`config.mk`:
```
export PLATFORM = sky130hd
export DESIGN_NAME = cfg_stream_decoder
export DESIGN_NICKNAME = d
export VERILOG_FILES = /design/src/rtl/cfgd_pkg.sv /design/src/rtl/cfgd_lfsr.sv /design/src/rtl/cfgd_capbuf.sv /design/src/rtl/cfg_stream_decoder.sv
export SDC_FILE = /design/constraint.sdc
export NUM_CORES = 1
export LEC_CHECK = 0
export CAP_MARGIN = 20
export CORE_ASPECT_RATIO = 1.1
export CORE_MARGIN = 2
export CORE_UTILIZATION = 46
export DETAILED_ROUTE_END_ITERATION = 6
export GPL_ROUTABILITY_DRIVEN = 0
export PLACE_DENSITY = 0.92
export SKIP_LAST_GASP = 1
export SYNTH_ARGS = -nofsm -noshare
export SYNTH_HDL_FRONTEND = slang
export SYNTH_HIERARCHICAL = 1
export SYNTH_SLANG_ARGS = --single-unit
```
`constraint.sdc`:
```
create_clock -name clk -period 2.5 [get_ports clk]
set_input_delay 0.375 -clock clk [delete_from_list [all_inputs] [get_ports clk]]
set_output_delay 0.375 -clock clk [all_outputs]
set_load 0.03 [all_outputs]
```
`src/rtl/cfgd_pkg.sv`:
```
package cfgd_pkg;

    localparam logic [31:0] SYNC_WORD = 32'hAA995566;
    localparam logic [31:0] ID_VALUE  = 32'h0C1B2011;

    localparam logic [2:0] PKT_TYPE1 = 3'b001;
    localparam logic [1:0] OP_READ   = 2'b01;
    localparam logic [1:0] OP_WRITE  = 2'b10;

    localparam logic [4:0] RA_FADDR = 5'd1;
    localparam logic [4:0] RA_FDATA = 5'd2;
    localparam logic [4:0] RA_FOUT  = 5'd3;
    localparam logic [4:0] RA_CMD   = 5'd4;
    localparam logic [4:0] RA_IDENT = 5'd12;

    localparam logic [31:0] CMD_CAPTURE = 32'd12;
    localparam logic [31:0] CMD_DESYNC  = 32'd13;

    localparam int CNT_W = 11;

    typedef enum logic [1:0] {
        ST_UNSYNC,
        ST_HEADER,
        ST_PAYLOAD,
        ST_READOUT
    } dec_state_e;

    typedef struct packed {
        logic [2:0]       ptype;
        logic [1:0]       op;
        logic [4:0]       addr;
        logic [CNT_W-1:0] cnt;
    } hdr_t;

    function automatic hdr_t split_hdr(input logic [31:0] w);
        hdr_t h;
        h.ptype = w[31:29];
        h.op    = w[28:27];
        h.addr  = w[17:13];
        h.cnt   = w[10:0];
        return h;
    endfunction

endpackage

```
`src/rtl/cfgd_lfsr.sv`:
```
module cfgd_lfsr #(
    parameter int         W    = 16,
    parameter logic [W-1:0] SEED = 'hACE1,
    parameter logic [W-1:0] TAPS = 'hB400
) (
    input  logic         clk,
    input  logic         rst_n,
    input  logic         adv,
    output logic [W-1:0] q
);

    always_ff @(posedge clk or negedge rst_n) begin
        if (!rst_n) begin
            q <= SEED;
        end else if (adv) begin
            q <= {1'b0, q[W-1:1]} ^ (q[0] ? TAPS : '0);
        end
    end

    p_lfsr_nonzero_r7: assert property (@(posedge clk) disable iff (!rst_n)
        q != '0);

    p_lfsr_step_r7: assert property (@(posedge clk) disable iff (!rst_n)
        adv |=> q != $past(q));

endmodule

```
`src/rtl/cfgd_capbuf.sv`:
```
module cfgd_capbuf #(
    parameter int N = 4,
    parameter int W = 32,
    localparam int IW = (N > 1) ? $clog2(N) : 1
) (
    input  logic                clk,
    input  logic                rst_n,
    input  logic                grab,
    input  logic [N-1:0][W-1:0] state_in,
    input  logic [IW-1:0]       idx,
    output logic [W-1:0]        word
);

    logic [N-1:0][W-1:0] store;

    for (genvar g = 0; g < N; g++) begin : g_slot
        always_ff @(posedge clk or negedge rst_n) begin
            if (!rst_n) begin
                store[g] <= '0;
            end else if (grab) begin
                store[g] <= state_in[g];
            end
        end
    end

    assign word = store[idx];

endmodule

```
`src/rtl/cfg_stream_decoder.sv`:
```
module cfg_stream_decoder
    import cfgd_pkg::*;
#(
    parameter int NREG  = 4,
    parameter int RDW   = 16,
    parameter int MIDW  = 4,
    parameter int CAP_N = 4,
    parameter logic [RDW-1:0] LFSR_SEED = 'hACE1,
    parameter logic [RDW-1:0] LFSR_TAPS = 'hB400,
    localparam int RIDW = (NREG > 1) ? $clog2(NREG) : 1,
    localparam int CIW  = (CAP_N > 1) ? $clog2(CAP_N) : 1
) (
    input  logic                       clk,
    input  logic                       rst_n,
    input  logic                       in_valid,
    input  logic [31:0]                in_data,
    output logic                       in_ready,
    input  logic                       abort,
    output logic                       out_valid,
    output logic [31:0]                out_data,
    output logic                       swap_strobe,
    output logic [RIDW-1:0]            swap_region,
    output logic [MIDW-1:0]            swap_module,
    output logic                       inj_en,
    output logic [RIDW-1:0]            inj_region,
    input  logic [NREG-1:0][RDW-1:0]   rr_in,
    output logic [NREG-1:0][RDW-1:0]   rr_out,
    input  logic [CAP_N-1:0][31:0]     cap_state
);

    localparam int RID_LSB = 8;

    dec_state_e       state;
    logic [4:0]       pay_reg;
    logic [CNT_W-1:0] cnt;
    logic [RIDW-1:0]  far_rid;
    logic [MIDW-1:0]  far_mid;
    logic [CIW-1:0]   rd_idx;
    logic             rd_ident;
    logic             rd_fout;
    logic             swp_q;
    logic [RIDW-1:0]  swp_rid;
    logic [MIDW-1:0]  swp_mid;

    logic             acc;
    logic             cmd_grab;
    logic [RDW-1:0]   garbage;
    logic [31:0]      cap_word;
    hdr_t             hdr;

    assign acc = in_valid && in_ready;
    assign hdr = split_hdr(in_data);

    // State register and the registers it owns
    always_ff @(posedge clk or negedge rst_n) begin
        if (!rst_n) begin
            state    <= ST_UNSYNC;
            pay_reg  <= '0;
            cnt      <= '0;
            far_rid  <= '0;
            far_mid  <= '0;
            rd_idx   <= '0;
            rd_ident <= 1'b0;
            rd_fout  <= 1'b0;
            swp_q    <= 1'b0;
            swp_rid  <= '0;
            swp_mid  <= '0;
        end else begin
            swp_q <= 1'b0;
            if (abort) begin
                state <= ST_UNSYNC;
            end else begin
                unique case (state)
                    ST_UNSYNC: begin
                        if (acc && in_data == SYNC_WORD) state <= ST_HEADER;
                    end
                    ST_HEADER: begin
                        if (acc && hdr.ptype == PKT_TYPE1 && hdr.cnt != '0) begin
                            if (hdr.op == OP_WRITE) begin
                                state   <= ST_PAYLOAD;
                                pay_reg <= hdr.addr;
                                cnt     <= hdr.cnt;
                            end else if (hdr.op == OP_READ) begin
                                state    <= ST_READOUT;
                                rd_ident <= (hdr.addr == RA_IDENT);
                                rd_fout  <= (hdr.addr == RA_FOUT);
                                rd_idx   <= '0;
                                cnt      <= hdr.cnt;
                            end
                        end
                    end
                    ST_PAYLOAD: begin
                        if (acc) begin
                            cnt <= cnt - 1'b1;
                            if (cnt == CNT_W'(1)) state <= ST_HEADER;
                            if (pay_reg == RA_FADDR) begin
                                far_rid <= in_data[RID_LSB +: RIDW];
                                far_mid <= in_data[0 +: MIDW];
                            end
                            if (pay_reg == RA_CMD && in_data == CMD_DESYNC) begin
                                state <= ST_UNSYNC;
                            end
                            if (pay_reg == RA_FDATA && cnt == CNT_W'(1)) begin
                                swp_q   <= 1'b1;
                                swp_rid <= far_rid;
                                swp_mid <= far_mid;
                            end
                        end
                    end
                    ST_READOUT: begin
                        cnt    <= cnt - 1'b1;
                        rd_idx <= (rd_idx == CIW'(CAP_N - 1)) ? '0 : rd_idx + 1'b1;
                        if (cnt == CNT_W'(1)) state <= ST_HEADER;
                    end
                    default: state <= ST_UNSYNC;
                endcase
            end
        end
    end

    // Outputs
    always_comb begin
        in_ready    = (state != ST_READOUT);
        out_valid   = (state == ST_READOUT);
        out_data    = '0;
        if (out_valid) begin
            if (rd_ident)     out_data = ID_VALUE;
            else if (rd_fout) out_data = cap_word;
        end
        inj_en      = (state == ST_PAYLOAD) && (pay_reg == RA_FDATA);
        inj_region  = far_rid;
        swap_strobe = swp_q;
        swap_region = swp_rid;
        swap_module = swp_mid;
        cmd_grab    = acc && !abort && (state == ST_PAYLOAD)
                      && (pay_reg == RA_CMD) && (in_data == CMD_CAPTURE);
    end

    cfgd_lfsr #(
        .W    (RDW),
        .SEED (LFSR_SEED),
        .TAPS (LFSR_TAPS)
    ) u_lfsr (
        .clk   (clk),
        .rst_n (rst_n),
        .adv   (inj_en),
        .q     (garbage)
    );

    cfgd_capbuf #(
        .N (CAP_N),
        .W (32)
    ) u_capbuf (
        .clk      (clk),
        .rst_n    (rst_n),
        .grab     (cmd_grab),
        .state_in (cap_state),
        .idx      (rd_idx),
        .word     (cap_word)
    );

    for (genvar g = 0; g < NREG; g++) begin : g_iso
        assign rr_out[g] = (inj_en && inj_region == RIDW'(g)) ? garbage : rr_in[g];
    end

    p_swap_after_inject_r5: assert property (@(posedge clk) disable iff (!rst_n)
        swap_strobe |-> $past(inj_en));

    p_swap_single_r5: assert property (@(posedge clk) disable iff (!rst_n)
        swap_strobe |=> !swap_strobe);

    p_swap_ids_r4: assert property (@(posedge clk) disable iff (!rst_n)
        swap_strobe |-> swap_region == $past(inj_region));

    p_abort_quiet_r10: assert property (@(posedge clk) disable iff (!rst_n)
        abort |=> (!inj_en && !swap_strobe && !out_valid));

    p_inject_target_r7: assert property (@(posedge clk) disable iff (!rst_n)
        inj_en |-> rr_out[inj_region] != '0);

endmodule

```
### Word-level counts from Yosys, hierarchy flattened

Cells that the tools add are included.

| storage, ports and cells | value |
|---|---|
| input bits | 228 |
| output and inout port bits | 108 |
| bits in registers | 179 |
| logic and storage cells | 112 |

| cells by class | value |
|---|---|
| eq/ne operators | 29 |
| reduce and logical (&&, ||, !) cells | 28 |
| mux-type cells | 33 |
| add/subtract/negate cells | 2 |
| bitwise gates (word level) | 3 |
| $lt $le $gt $ge | 1 |

Operator list:

| cell | count |
|---|---|
| 32-bit 2-to-1 mux | 4 |
| 16-bit 2-to-1 mux | 5 |
| 32-bit binary-select mux with 2-bit select | 1 |
| 32-bit by 4-bit == test with 1-bit output, second input constant | 2 |
| 11-bit 2-to-1 mux | 4 |
| 11-bit one-hot mux with 3 select lines | 1 |
| 32-bit == test, second input constant | 1 |
| 2-bit 2-to-1 mux | 12 |
| 4-bit AND reduction | 4 |
| 15-bit by 16-bit XOR with 16-bit output | 1 |
| 1-bit logical AND | 15 |
| 5-bit AND reduction | 3 |
| 2-bit == test, second input constant | 6 |
| 3-bit != test, second input constant | 4 |
| 11-bit by 1-bit == test with 1-bit output, second input constant | 1 |
| 11-bit nonzero test | 1 |
| 11-bit by 1-bit subtractor with 11-bit output, second input constant | 1 |
| 5-bit by 2-bit == test with 1-bit output, second input constant | 2 |
| 2-bit != test, second input constant | 5 |
| 2-bit one-hot mux with 4 select lines | 1 |
| 2-bit by 1-bit == test with 1-bit output, second input constant | 3 |
| 5-bit by 1-bit == test with 1-bit output, second input constant | 1 |
| 5-bit by 3-bit == test with 1-bit output, second input constant | 1 |
| 5-bit by 4-bit == test with 1-bit output, second input constant | 1 |
| 11 further kinds | 16 |

### Longest topological paths before layout

| depth | value |
|---|---|
| depth after elaboration | 7 |
| depth in mapped cells | 9 |
| mapped depth without buffers | 7 |

### Modules after synthesis

The synthesis kept the hierarchy.

By module, submodules not included:

| module | area an instance (µm²) | seq. area each (µm²) | cells each | times used |
|---|---|---|---|---|
| cfgd_capbuf | 5,556.6 | 3,203.1 | 309 | 1 |
| cfg_stream_decoder | 3,276.9 | 875.8 | 331 | 1 |
| cfgd_lfsr | 655.6 | 410.4 | 40 | 1 |

### Least setup slack after synthesis

Ideal clock, no wire load.

| path | value |
|---|---|
| path type | reg2out |
| start | register state[0] |
| end | output rr_out[21] (netlist name) |
| setup slack | 0.181 ns |
| stages on the path, launching flop included | 8 |
| buffers on the path | 2 |
| data required time | 2.125 ns |
| data arrival time | 1.944 ns |
| cells stage by stage | dfrtp_1 -> buf_6 -> nand2b_4 -> nor4_4 -> nand3b_4 -> nor3b_4 -> buf_6 -> mux2_2 |

RTL lines:

| element | line | RTL |
|---|---|---|
| from (decl) | cfg_stream_decoder.sv:33 | `dec_state_e state;` |
| from (signal assigned) | cfg_stream_decoder.sv:57 | `state <= ST_UNSYNC;` |
| from (signal assigned) | cfg_stream_decoder.sv:71 | `state <= ST_UNSYNC;` |
| from (signal assigned) | cfg_stream_decoder.sv:75 | `if (acc && in_data == SYNC_WORD) state <= ST_HEADER;` |
| to (decl) | cfg_stream_decoder.sv:27 | `output logic [NREG-1:0][RDW-1:0] rr_out,` |

==> results_dict.tcl <==
set metrics [dict create \
    syn_inst 680 \
    grt_usage 0.272 \
    cts_buffer_depth 2 \
    crit_fanout 7 \
    r2r_cells 8 \
    grt_busiest_layer "met2" \
    initial_core_util 0.464 \
    use_met2 0.465 \
    end_kind "primary output" \
    crit_type "register to primary output" \
    rsz0062_at_grt "true" \
    io-pin-count 336 \
    wl_per_cell_um 23.7 \
    final_cell_mix "clkdlybuf4s50_1 (235), mux2_2 (195), dfrtp_1 (169)" \
    viasPerCell 5.74 \
    worst_ep_required_time_ns 2.12 \
    reg2reg_slack_ns 0.14 \
    arrival_ns 2.48 \
    area_delta_synth_final_pct 55.6 \
    regMostFlops "u_capbuf/store" \
    synthArstFlopShare 1.00 \
    min_period_ns 2.85 \
    setup_slack_ns -0.353 \
    top_regs "u_capbuf/store x128, u_lfsr/q x16, cnt x11" \
    finalWirelength_mm 32.5 \
    hold_viol 0 \
    outcome "complete, but fails checks" \
    cts_buffers 17 \
    hold_class "input pin to async pin" \
    cts_max_level 4 \
    synth_nets 913 \
    cts_sinks 179 \
    final_common_cell "clkdlybuf4s50_1" \
    r2r_end "u_capbuf/store[74]" \
    postLayoutCoreUtil 0.722 \
    die_area_um2 21800 \
    via_count 7854 \
    fin_cells 1369 \
    dpl.cell_count 1296 \
    maxSlewHeadroom 0.584 \
    grt_max_degree 60 \
    reg2reg_from "pay_reg[4]" \
    use_met3 0.0929 \
    dp_hpwl_mm 21.2 \
    layout-drive-gt1-share 0.473 \
    worstSkewPairLatency_ns 0.43 \
    core-area_um2 20400 \
    cts_tree "done" \
    synth-edff-count 0 \
    setup_viol 64 \
    antenna_found_initial 2 \
    max_freq_ghz 0.351 \
    cp-start-kind "register" \
    cts.clk_slew.worst_paths_ns 0.08 \
    grt_overflow 0 \
    numPortBuffers 335 \
    first_iter_violations 456 \
    grt_pass1_vias 8354 \
    dr.pass1.iters 5 \
    slew_viol_final 0 \
    synthesis.area_um2 9490 \
    ant_nets 0 \
    synth_ff_type "dfrtp_1" \
    power_density_nw_per_um2 440 \
    max-cap-violations 0 \
    fin_tns_setup_ns -15.54 \
    die-height_um 155 \
    yosysWarnings 6 \
    tightest_slew_ns 0.624 \
    std_cell_rows 55 \
    leakagePower_uw 0.00687 \
    violations "negative setup slack" \
    yosysTopAreaCell "dfrtp_1" \
    ir_worst_vdd_uv 465 \
    fin_crit_sh 1.14 \
    final_nets 1332 \
    ys_seq_area_frac 0.473 \
    skew_ns 0.0143 \
    grt_pass1_wl_mm 45.6 \
    die_w_um 141 \
    drcViolationCount 0 \
    ys_types 56 \
    grt_util_met1 0.300 \
    synthTopCellsByArea "dfrtp_1 (45%), mux2_2 (26%), mux4_2 (7.1%), dfstp_2 (2.2%), and2_1 (1.6%)" \
    largest_reg_flops 128 \
    avgSynthCellArea_um2 14.0 \
    cts.root.buffer_cell "clkbuf_16" \
    ys_ff_latch 179 \
    synth_top_area_frac 0.451 \
]
## synth_stat cells (7+ instances only)
| cell | instances |
|---|---|
| mux4_2 | 30 |
| buf_2 | 9 |
| nand3_1 | 12 |
| a21oi_1 | 13 |
| nor2_1 | 30 |
| dfstp_2 | 8 |
| dfrtp_1 | 171 |
| clkbuf_1 | 7 |
| and2_1 | 24 |
| mux2_2 | 219 |
| buf_4 | 11 |
| a221oi_2 | 8 |
| buf_6 | 8 |
| nor4_1 | 9 |
| inv_1 | 16 |
| nand4_1 | 7 |
## power breakdown
| part | switching (uW) | internal (uW) | total (uW) |
|---|---|---|---|
| sequential | 1.22 | 2890 | 2900 |
| combinational | 350 | 495 | 845 |
| clock | 1310 | 1450 | 2760 |
| total | 1670 | 4830 | 6500 |
## per-stage QoR
stage	instance area [um^2]	power, uW	worst slack, ns	hold WS, ns
floorplan	9490	3150	0.181	0.0794
global placement	13400	3720	-0.0950	0.411
detailed placement	13400	3730	-0.207	0.418
CTS	14400	6490	-0.373	0.508
global route	14800	6730	-0.455	0.519
finish	14800	6500	-0.353	0.504
## layer usage
metal	wire length (um)	share of wire
met4	1820	0.056
met1	11600	0.36
met3	2870	0.088
met2	16200	0.50
met5	9	0.00028
## worst max path at each step
| stage | slack, ns | depth (start not counted) | from | end |
|---|---|---|---|---|
| after detailed placement | -0.21 | 6 | pay_reg[3] | rr_out[28] |
| after global placement | -0.09 | 6 | pay_reg[3] | rr_out[25] |
| after floorplan | 0.18 | 7 | state[0] | rr_out[21] |
| after CTS | -0.37 | 7 | pay_reg[3] | rr_out[28] |
| after global routing | -0.46 | 8 | state[1] | rr_out[20] |
| final | -0.35 | 8 | pay_reg[3] | rr_out[26] |
## cell type report
class | instances | area [um^2]
clock buffers | 17 | 425
fillers | 1289 | 5670
clock inverters | 15 | 185
inverters | 18 | 70.1
multi-input cells | 442 | 4710
well taps | 256 | 320
diodes | 1 | 2.50
flip-flops and latches | 179 | 4490
repair buffers | 441 | 4560
## logic make-up (layout without fill, tap and decap cells)
group / count (synthesis) / after routing / synth area share
mux: 257 / 257 / 0.346
flops: 179 / 179 / 0.473
simple gates: 130 / 130 / 0.0894
buf+inv: 59 / 491 / 0.0421
compound gates: 47 / 47 / 0.0400
fa+ha+maj: 5 / 5 / 0.00659
xor+xnor: 3 / 3 / 0.00277
other cells: 0 / 1 / 0
## repair_timing
item,4_1_cts,5_1_grt
endpoints found under the setup margin,99,95
resized for setup,216,136
cloned,3,3
hold buffers,1,0
pin swaps,1,0
hold endpoints to repair,55,0
buffers inserted,19,18
## worst max-delay path: stages, from the launching register on
cell      delay [ns]
dfrtp_1         0.41
nor4_4          0.36
nand3b_4        0.17
nor3b_4         0.23
buf_6           0.15
buf_16          0.12
buf_4           0.11
mux2_2          0.32
buf_2           0.18
Note: power is estimated with default switching activity, not from simulation.
